==> config.mk <==
export PLATFORM = sky130hd
export DESIGN_NAME = link_drive_adjust
export DESIGN_NICKNAME = d
export VERILOG_FILES = /design/src/rtl/link_drive_adjust.sv
export SDC_FILE = /design/constraint.sdc
export NUM_CORES = 1
export LEC_CHECK = 0
export ABC_AREA = 1
export ABC_CLOCK_PERIOD_IN_PS = 2880
export BUFFER_PORTS_ARGS = -buffer_cell sky130_fd_sc_hd__buf_4
export CORE_MARGIN = 2
export CORE_UTILIZATION = 39
export DETAILED_ROUTE_END_ITERATION = 12
export PLACE_DENSITY_LB_ADDON = 0.05
export SYNTH_ARGS = -nofsm -noshare
export SYNTH_HDL_FRONTEND = slang
export SYNTH_SLANG_ARGS = --single-unit
==> constraint.sdc <==
create_clock -name clk -period 2.88 [get_ports clk]
set_input_delay 0.144 -clock clk [delete_from_list [all_inputs] [get_ports clk]]
set_output_delay 0.144 -clock clk [all_outputs]
set_load 0.02 [all_outputs]
==> src/rtl/link_drive_adjust.sv <==
module link_drive_adjust #(
  parameter logic [1:0] TOP_SWING = 2'd3
) (
  input  logic        clk,
  input  logic        rst_n,
  input  logic        start,
  input  logic [15:0] lane_status,
  input  logic        align_done,
  input  logic [15:0] adjust_req,
  input  logic [2:0]  lane_cnt,
  output logic        cr_ok,
  output logic        eq_ok,
  output logic [7:0]  train_set,
  output logic [31:0] lane_set,
  output logic        done
);

  logic        busy;
  logic [1:0]  idx, last;
  logic [15:0] st_q, adj_q;
  logic        cr_acc, eq_acc;
  logic [1:0]  v_acc, p_acc;

  logic [7:0] st_byte, adj_byte;
  logic [3:0] nib;
  logic [1:0] lane_v, lane_p, v_n, p_n, v_f, p_f, ceil_p;
  logic       cr_n, eq_n, sw_max, pe_max;

  assign st_byte  = idx[1] ? st_q[15:8]  : st_q[7:0];
  assign adj_byte = idx[1] ? adj_q[15:8] : adj_q[7:0];
  assign nib      = idx[0] ? st_byte[7:4]  : st_byte[3:0];
  assign lane_v   = idx[0] ? adj_byte[5:4] : adj_byte[1:0];
  assign lane_p   = idx[0] ? adj_byte[7:6] : adj_byte[3:2];

  assign cr_n = cr_acc & nib[0];
  assign eq_n = eq_acc & (&nib[2:0]);
  assign v_n  = (lane_v > v_acc) ? lane_v : v_acc;
  assign p_n  = (lane_p > p_acc) ? lane_p : p_acc;

  assign sw_max = (v_n >= TOP_SWING);
  assign v_f    = sw_max ? TOP_SWING : v_n;

  always_comb begin
    case (v_f)
      2'd0, 2'd1: ceil_p = 2'd2;
      2'd2:       ceil_p = 2'd1;
      default:    ceil_p = 2'd0;
    endcase
  end

  assign pe_max = (p_n >= ceil_p);
  assign p_f    = pe_max ? ceil_p : p_n;

  assign lane_set = {4{train_set}};

  always_ff @(posedge clk) begin
    if (!rst_n) begin
      busy      <= 1'b0;
      idx       <= '0;
      last      <= '0;
      st_q      <= '0;
      adj_q     <= '0;
      cr_acc    <= 1'b0;
      eq_acc    <= 1'b0;
      v_acc     <= '0;
      p_acc     <= '0;
      cr_ok     <= 1'b0;
      eq_ok     <= 1'b0;
      train_set <= '0;
      done      <= 1'b0;
    end else begin
      done <= 1'b0;
      if (!busy) begin
        if (start) begin
          busy   <= 1'b1;
          idx    <= '0;
          last   <= (lane_cnt == 3'd1) ? 2'd0 : (lane_cnt == 3'd2) ? 2'd1 : 2'd3;
          st_q   <= lane_status;
          adj_q  <= adjust_req;
          cr_acc <= 1'b1;
          eq_acc <= align_done;
          v_acc  <= '0;
          p_acc  <= '0;
        end
      end else begin
        cr_acc <= cr_n;
        eq_acc <= eq_n;
        v_acc  <= v_n;
        p_acc  <= p_n;
        idx    <= idx + 2'd1;
        if (idx == last) begin
          busy      <= 1'b0;
          done      <= 1'b1;
          cr_ok     <= cr_n;
          eq_ok     <= eq_n;
          train_set <= {2'b00, pe_max, p_f, sw_max, v_f};
        end
      end
    end
  end

endmodule

==> results of run 1 <==
==> power by group through the flow <==
stage | sequential (mW) | combinational, mW | clock, mW
2_1_floorplan | 0.773 | 0.342 | 0
3_3_place_gp | 0.778 | 0.432 | 0
3_5_place_dp | 0.778 | 0.437 | 0
4_1_cts | 0.762 | 0.438 | 0.434
5_1_grt | 0.771 | 0.500 | 0.455
6_report | 0.762 | 0.439 | 0.419
==> repair_timing <==
item                       4_1_cts  5_1_grt
gates resized for setup          0        4
setup endpoints to repair        0        2
setup buffers                    0        0
hold buffers                     0        0
==> cell usage after synthesis (all sizes together) <==
master,count
xor2,2
conb,1
nand2,63
inv,25
nor2,67
buf,43
or2,1
ha,10
o21ai,35
a21oi,13
a22o,1
clkbuf,5
a32oi,2
a211oi,1
nand3,18
nor3,2
dfxtp,48
==> critical path, cell delays in order, from the launching register on <==
cell and delay (ns):
dfxtp_2 0.39, inv_4 0.13, nand2_1 0.09, a32oi_2 0.20, inv_1 0.09, ha_1 0.29
nor2_1 0.10, nor2_1 0.05, o21ai_0 0.13, nand2_1 0.12, nand2_1 0.10, inv_1 0.05
ha_1 0.27, inv_1 0.05, nand2_1 0.05, a21oi_2 0.18, a21oi_2 0.08, nand2_1 0.05
nand2_1 0.04
==> cells in the final DEF, fill, tap and decap left out, drive strengths merged <==
master	count
a211oi	1
a21oi	13
a22o	1
a32oi	2
buf	72
clkbuf	7
clkinvlp	1
conb	10
dfxtp	48
ha	10
inv	25
nand2	63
nand3	18
nor2	67
nor3	2
o21ai	35
or2	1
xor2	2
==> how the worst max path moves through the flow <==
stage / slack (ns) / to / depth (start not counted) / startpoint
2_1_floorplan: 0.39 / train_set[3]$_SDFFE_PN0P_ / 18 / idx[1]$_SDFFE_PN0P_
3_3_place_gp: 0.20 / train_set[3]$_SDFFE_PN0P_ / 18 / idx[1]$_SDFFE_PN0P_
3_5_place_dp: 0.12 / train_set[3]$_SDFFE_PN0P_ / 18 / idx[1]$_SDFFE_PN0P_
4_1_cts: 0.08 / train_set[3]$_SDFFE_PN0P_ / 18 / idx[1]$_SDFFE_PN0P_
5_1_grt: 0.06 / train_set[3]$_SDFFE_PN0P_ / 19 / idx[1]$_SDFFE_PN0P_
6_report: 0.31 / train_set[3]$_SDFFE_PN0P_ / 18 / idx[1]$_SDFFE_PN0P_
==> metal layers <==
| layer | vias up | part of all wire (%) | GRT usage (%) |
|---|---|---|---|
| li1 | 1098 | - | - |
| met1 | 897 | 50 | 20.84 |
| met2 | 54 | 44 | 24.78 |
| met3 | 6 | 4.7 | 3.181 |
| met4 | 0 | 1.2 | 4.399 |
| met5 | - | 0 | 0 |
==> sequential cells by signal (all words and copies together) (netlist names), 2 cells and up <==
register   count
adj_q         16
last           2
idx            2
p_acc          2
v_acc          2
st_q          12
train_set      6
==> cell type report <==
type / count / area (µm²)
tap: 75 / 93.84
timing repair buffer: 72 / 540.5
multi-input combinational: 225 / 1109
clock buffer: 7 / 86.33
inverter: 25 / 96.34
sequential: 48 / 962.2
clock inverter: 1 / 7.507
fill: 648 / 3131
==> cells by family (layout without fill, tap and decap cells) <==
kind of cell	after synthesis	in the layout	share of synthesized area, %
AO/OA/AOI/OAI	52	52	11.29
XOR/XNOR	2	2	0.7119
adder cells (fa/ha/maj)	10	10	5.084
buffers and inverters	73	105	17.74
flip-flops	48	48	39.04
other	1	10	0.1524
AND/OR/NAND/NOR	151	151	25.98
==> impl_metrics.csv, run 1 <==
group,metric,value,unit
timing,finalCritPeriodShare,89.08,%
layout,fin_cells,453,
layout,area_growth,17.64,%
route,drt_iter0_drc,63,
timing,fin_tns_setup,0,ns
layout,finish.utilization,48.05,%
timing,fmax,389.8,MHz
die,die_area,6962,µm²
min_path,hp-class,"in2reg",
route,post_drt_via_cell_ratio,4.536,
logic_synthesis,syn_avg_cell_area,7.303,µm²
timing,grt_setup_unrepaired,"no",
critical_path,r2r-start,"idx[1]$_SDFFE_PN0P_",
clock_tree,insertion_delay,0.30,ns
die,ioPinCount,82,
timing,setup_ws,0.3144,ns
critical_path,worstSetupStartpointType,"register",
critical_path,cp.required,3.08,ns
clock_tree,ctsLongestPathBuffers,2,
power_and_ir_drop,p_leak,1.400,nW
critical_path,arrival,2.76,ns
die,die_y,83.44,µm
critical_path,path_class,"reg2reg",
logic_synthesis,syn_inst,337,
global_route,grt_overflow,0,
placed_design,dp_cells,445,
layout,diodes,0,
route,wl,5.219,mm
layout,drive_above_1_share,26.46,%
power_and_ir_drop,pwr-share-seq,47.0,%
placed_design,dpl-instance-area,2786,µm²
clock_tree,cts_made_buffers,5,
layout,stdcell_area,2895,µm²
placed_design,gp_congestion,0.7878,
route,ant_nets,0,
min_path,min_to,"st_q[14]$_SDFFE_PN0P_",
die,core_area,6026,µm²
logic_synthesis,synth_area_leader_cell,"dfxtp_1",
logic_synthesis,ys_ff_latch,48,
clock_tree,cts-htree-levels,2,
power_and_ir_drop,power.density,559.7,nW/µm²
min_path,hold_path_depth,3,
timing,fin_worst_skew,0.009928,ns
die,start_util,40.84,%
global_route,grt_pass1_vias,1883,
logic_synthesis,synthTopCellsByArea,"dfxtp_1 (39%), buf_4 (12%), nor2_1 (9.8%)",
die,rows,28,
placed_design,hpwlAfterDp,3.883,mm
placed_design,post-place-ws,0.1153,ns
placed_design,port_buffers,67,
critical_path,r2r_slack,0.31,ns
route,drc_errors,0,
status,status,"complete, no violations",
global_route,grt_pass1_wl,8.776,mm
critical_path,worstSetupEndpointType,"register",
clock_tree,cts.clk_slew.worst_paths,0.09,ns
power_and_ir_drop,p_total,1.621,mW
clock_tree,clock_sinks,48,
global_route,grt_max_degree,33,
run,cap_violations,0,
logic_synthesis,synth_warnings,0,
route,dr.pass1.iters,5,
timing,finalHoldViolations,0,
power_and_ir_drop,cell_internal_pwr,1.093,mW
timing,slew_violations,0,
power_and_ir_drop,power_switching,0.5276,mW
power_and_ir_drop,ir_drop,0.2035,mV
route,vias,2055,
power_and_ir_drop,swShare,32.56,%
logic_synthesis,synth_top_area_share,39.04,%
critical_path,worstPathMaxFanout,10,
layout,nets,426,
logic_synthesis,ys_seq_area_share,39.04,%
route,wl_per_cell,11.52,µm
min_path,hp-start,"lane_status[14]",
power_and_ir_drop,clockPowerShare,25.9,%
die,fp.dieW,83.44,µm
clock_tree,cts-root-buf,"clkbuf_8",
global_route,antenna_found_initial,0,
logic_synthesis,synth_area,2461,µm²
critical_path,r2r_end,"train_set[3]$_SDFFE_PN0P_",
power_and_ir_drop,power_frac_comb,27.1,%
timing,fin_crit,2.566,ns
timing,hold_ws,0.08433,ns
global_route,grtUsageTotal,15.38,%
critical_path,reg2reg_depth,18,
timing,setup_violations,0,
clock_tree,cts_tree,"built",
logic_synthesis,synth_cell_types,28,
Note: power is estimated with default switching activity, not from simulation.
==> inputs of run 2 (changes only) <==
--- a/config.mk
+++ b/config.mk
@@ -5,7 +5,6 @@
 export SDC_FILE = /design/constraint.sdc
 export NUM_CORES = 1
 export LEC_CHECK = 0
-export ABC_AREA = 1
 export ABC_CLOCK_PERIOD_IN_PS = 2880
 export BUFFER_PORTS_ARGS = -buffer_cell sky130_fd_sc_hd__buf_4
 export CORE_MARGIN = 2
==> impl_metrics.csv, run 2 <==
group,metric,value,unit
status,status,"complete, no violations",
route,drc_errors,0,
critical_path,r2r_slack,0.16,ns
timing,finalCritPeriodShare,94.46,%
layout,fin_cells,407,
layout,regArea,965.9,µm²
logic_synthesis,syn_inst,280,
critical_path,crit_slowest_cell,"mux4_2",
layout,stdcell_area,2930,µm²
global_route,grt_pass1_wl,7.755,mm
power_and_ir_drop,power.density,514.8,nW/µm²
logic_synthesis,synth_warnings,0,
global_route,gr-usage-met1,18.66,%
clock_tree,clock_sinks,48,
global_route,grtUsageTotal,14.89,%
die,core_area,5921,µm²
timing,fin_worst_skew,0.005382,ns
critical_path,worstPathMaxFanout,4,
die,die_area,6743,µm²
die,ioPinCount,82,
global_route,grt_pass1_vias,1749,
placed_design,dp_cells,398,
clock_tree,insertion_delay,0.30,ns
logic_synthesis,syn_avg_cell_area,8.499,µm²
critical_path,crit_path_max_incr_delay,0.51,ns
timing,slew_violations,0,
power_and_ir_drop,p_leak,1.280,nW
route,vias,1945,
min_path,hp-start,"lane_status[6]",
clock_tree,cts_made_buffers,5,
timing,fin_crit,2.720,ns
clock_tree,ctsLongestPathBuffers,2,
logic_synthesis,synth_area_leader_cell,"dfxtp_1",
logic_synthesis,synth_area,2380,µm²
layout,top_register,"adj_q",
power_and_ir_drop,p_total,1.509,mW
route,drt_iter0_drc,66,
timing,grt_setup_unrepaired,"no",
placed_design,dpl-instance-area,2801,µm²
route,dr.pass1.iters,4,
route,wl,4.746,mm
logic_synthesis,yosysMostFrequentCell,"nand2_1",
layout,mostFrequentLayoutCells,"buf_4 (81), nand2_1 (66), dfxtp_1 (46)",
critical_path,r2r_end,"train_set[3]$_SDFFE_PN0P_",
timing,fmax,367.6,MHz
layout,nets,380,
timing,finalHoldViolations,0,
die,die_y,82.12,µm
layout,top_regs,"adj_q: 16 flops, st_q: 12 flops, train_set: 6 flops",
layout,area_growth,23.13,%
power_and_ir_drop,ir_drop,0.2179,mV
critical_path,reg2reg_depth,11,
logic_synthesis,ys_seq_area_share,40.38,%
clock_tree,hold_buffers,0,
logic_synthesis,synth_edf_count,0,
global_route,use_met2,25.61,%
critical_path,cp.required,3.06,ns
logic_synthesis,synthTopCellsByArea,"dfxtp_1 (40%), buf_4 (11%), nand2_1 (10%)",
placed_design,gp_congestion,0.7823,
min_path,min_to,"st_q[6]$_SDFFE_PN0P_",
global_route,grt_overflow,0,
layout,multi_input_area,1125,µm²
placed_design,port_buffers,67,
logic_synthesis,ys.flop_type,"dfxtp_1",
logic_synthesis,async_flop_share,0,%
critical_path,path_class,"reg2reg",
timing,fin_tns_setup,0,ns
layout,drive_above_1_share,31.93,%
die,start_util,40.19,%
critical_path,cp_cell_sequence,"mux4_2, inv_1, ha_1, o21ba_2, or3_1, nand2_1, ha_1, nand2b_4, a21o_1, o211ai_1, o211ai_1",
die,rows,28,
global_route,busiest_layer,"met2",
die,fp.dieW,82.12,µm
route,ant_nets,0,
clock_tree,cts-root-buf,"clkbuf_8",
timing,setup_violations,0,
critical_path,r2r-start,"idx[0]$_SDFFE_PN0P_",
critical_path,worstSetupEndpointType,"register",
logic_synthesis,synth_cell_types,39,
route,wl_per_cell,11.66,µm
logic_synthesis,synth_top_area_share,40.38,%
logic_synthesis,ys_ff_latch,48,
layout,diodes,0,
logic_synthesis,ys_top_cells_by_count,"nand2_1 (66), dfxtp_1 (48), a21oi_1 (37), buf_4 (34)",
layout,fillers,599,
clock_tree,cts-htree-levels,2,
critical_path,arrival,2.90,ns
clock_tree,cts_tree,"built",
min_path,hp-class,"in2reg",
global_route,antenna_found_initial,0,
layout,largest_reg_flops,16,
clock_tree,cts.clk_slew.worst_paths,0.09,ns
run,cap_violations,0,
placed_design,hpwlAfterDp,3.486,mm
route,post_drt_via_cell_ratio,4.779,
timing,hold_ws,0.07729,ns
critical_path,worstSetupStartpointType,"register",
global_route,grtUsageMet3,3.587,%
global_route,grt_max_degree,36,
min_path,hold_path_depth,3,
layout,final_common_cell,"buf_4",
[run 2: changes by cell type after synthesis, moves of 5 or more]
cell / before / now
inv_1: 20 / 10
nand2_1: 56 / 66
nand3_1: 16 / 2
inv_2: 5 / 0
a21oi_1: 12 / 37
nand2_2: 6 / 0
nor2_1: 64 / 7
o21ai_0: 31 / 9
buf_4: 39 / 34
[run 2: power by group]
part	total, mW	switching, mW	internal (mW)
Sequential	0.735	0.0311	0.704
Combinational	0.350	0.179	0.171
Clock	0.423	0.226	0.197
Total	1.51	0.437	1.07
[run 2: critical path, delay by kind of cell, from the launching register on]
kind            cells  cell delay (ns)
mux                 1             0.51
flops               1             0.38
fa+ha+maj           2             0.46
compound gates      4             0.57
simple gates        3             0.58
buf+inv             1             0.07
[run 2: cell type report]
| class | count | area share [%] |
|---|---|---|
| sequential | 48 | 32.96 |
| clock buffer | 6 | 2.818 |
| multi-input combinational | 184 | 38.39 |
| inverter | 11 | 1.409 |
| tap | 75 | 3.202 |
| clock inverter | 2 | 0.4697 |
| timing repair buffer | 81 | 20.75 |
[run 2: worst max-delay path by stage]
stage,startpoint,endpoint,slack (ns),cells past startpoint
after floorplan,idx[0]$_SDFFE_PN0P_,train_set[3]$_SDFFE_PN0P_,0.07,12
after global placement,idx[0]$_SDFFE_PN0P_,train_set[3]$_SDFFE_PN0P_,0.04,12
after detailed placement,idx[0]$_SDFFE_PN0P_,train_set[3]$_SDFFE_PN0P_,-0.01,12
after CTS,idx[0]$_SDFFE_PN0P_,train_set[3]$_SDFFE_PN0P_,0.01,12
after global routing,idx[0]$_SDFFE_PN0P_,train_set[3]$_SDFFE_PN0P_,0.02,11
final,idx[0]$_SDFFE_PN0P_,train_set[3]$_SDFFE_PN0P_,0.16,11
[run 2: stage by stage]
step / utilization, % / setup WS (ns)
global placement: 47.32 / 0.03829
global route: 49.49 / 0.01647
CTS: 48.96 / 0.01402
detailed placement: 47.32 / -0.01382
floorplan: - / 0.07295
finish: 49.49 / 0.1596
[run 2: logic make-up (layout without fill, tap and decap cells)]
family,after synthesis,after routing,share of synthesized area [%]
multiplexers,6,6,5.836
buffers and inverters,57,100,14.72
XOR/XNOR,3,3,1.104
AO/OA/AOI/OAI,62,62,15.30
other,1,10,0.1576
adder cells (fa/ha/maj),10,10,5.258
flip-flops,48,48,40.38
AND/OR/NAND/NOR,93,93,17.25
[run 2: timing repair]
item,in CTS,in global routing
resized for setup,1,9
setup endpoints to repair,1,2
buffers inserted,0,1
[run 2: routing by layer]
layer | share of wire, % | up-vias
li1 | - | 992
met1 | 46 | 886
met2 | 46 | 61
met3 | 6.6 | 6
met4 | 1.3 | 0
met5 | 0 | -
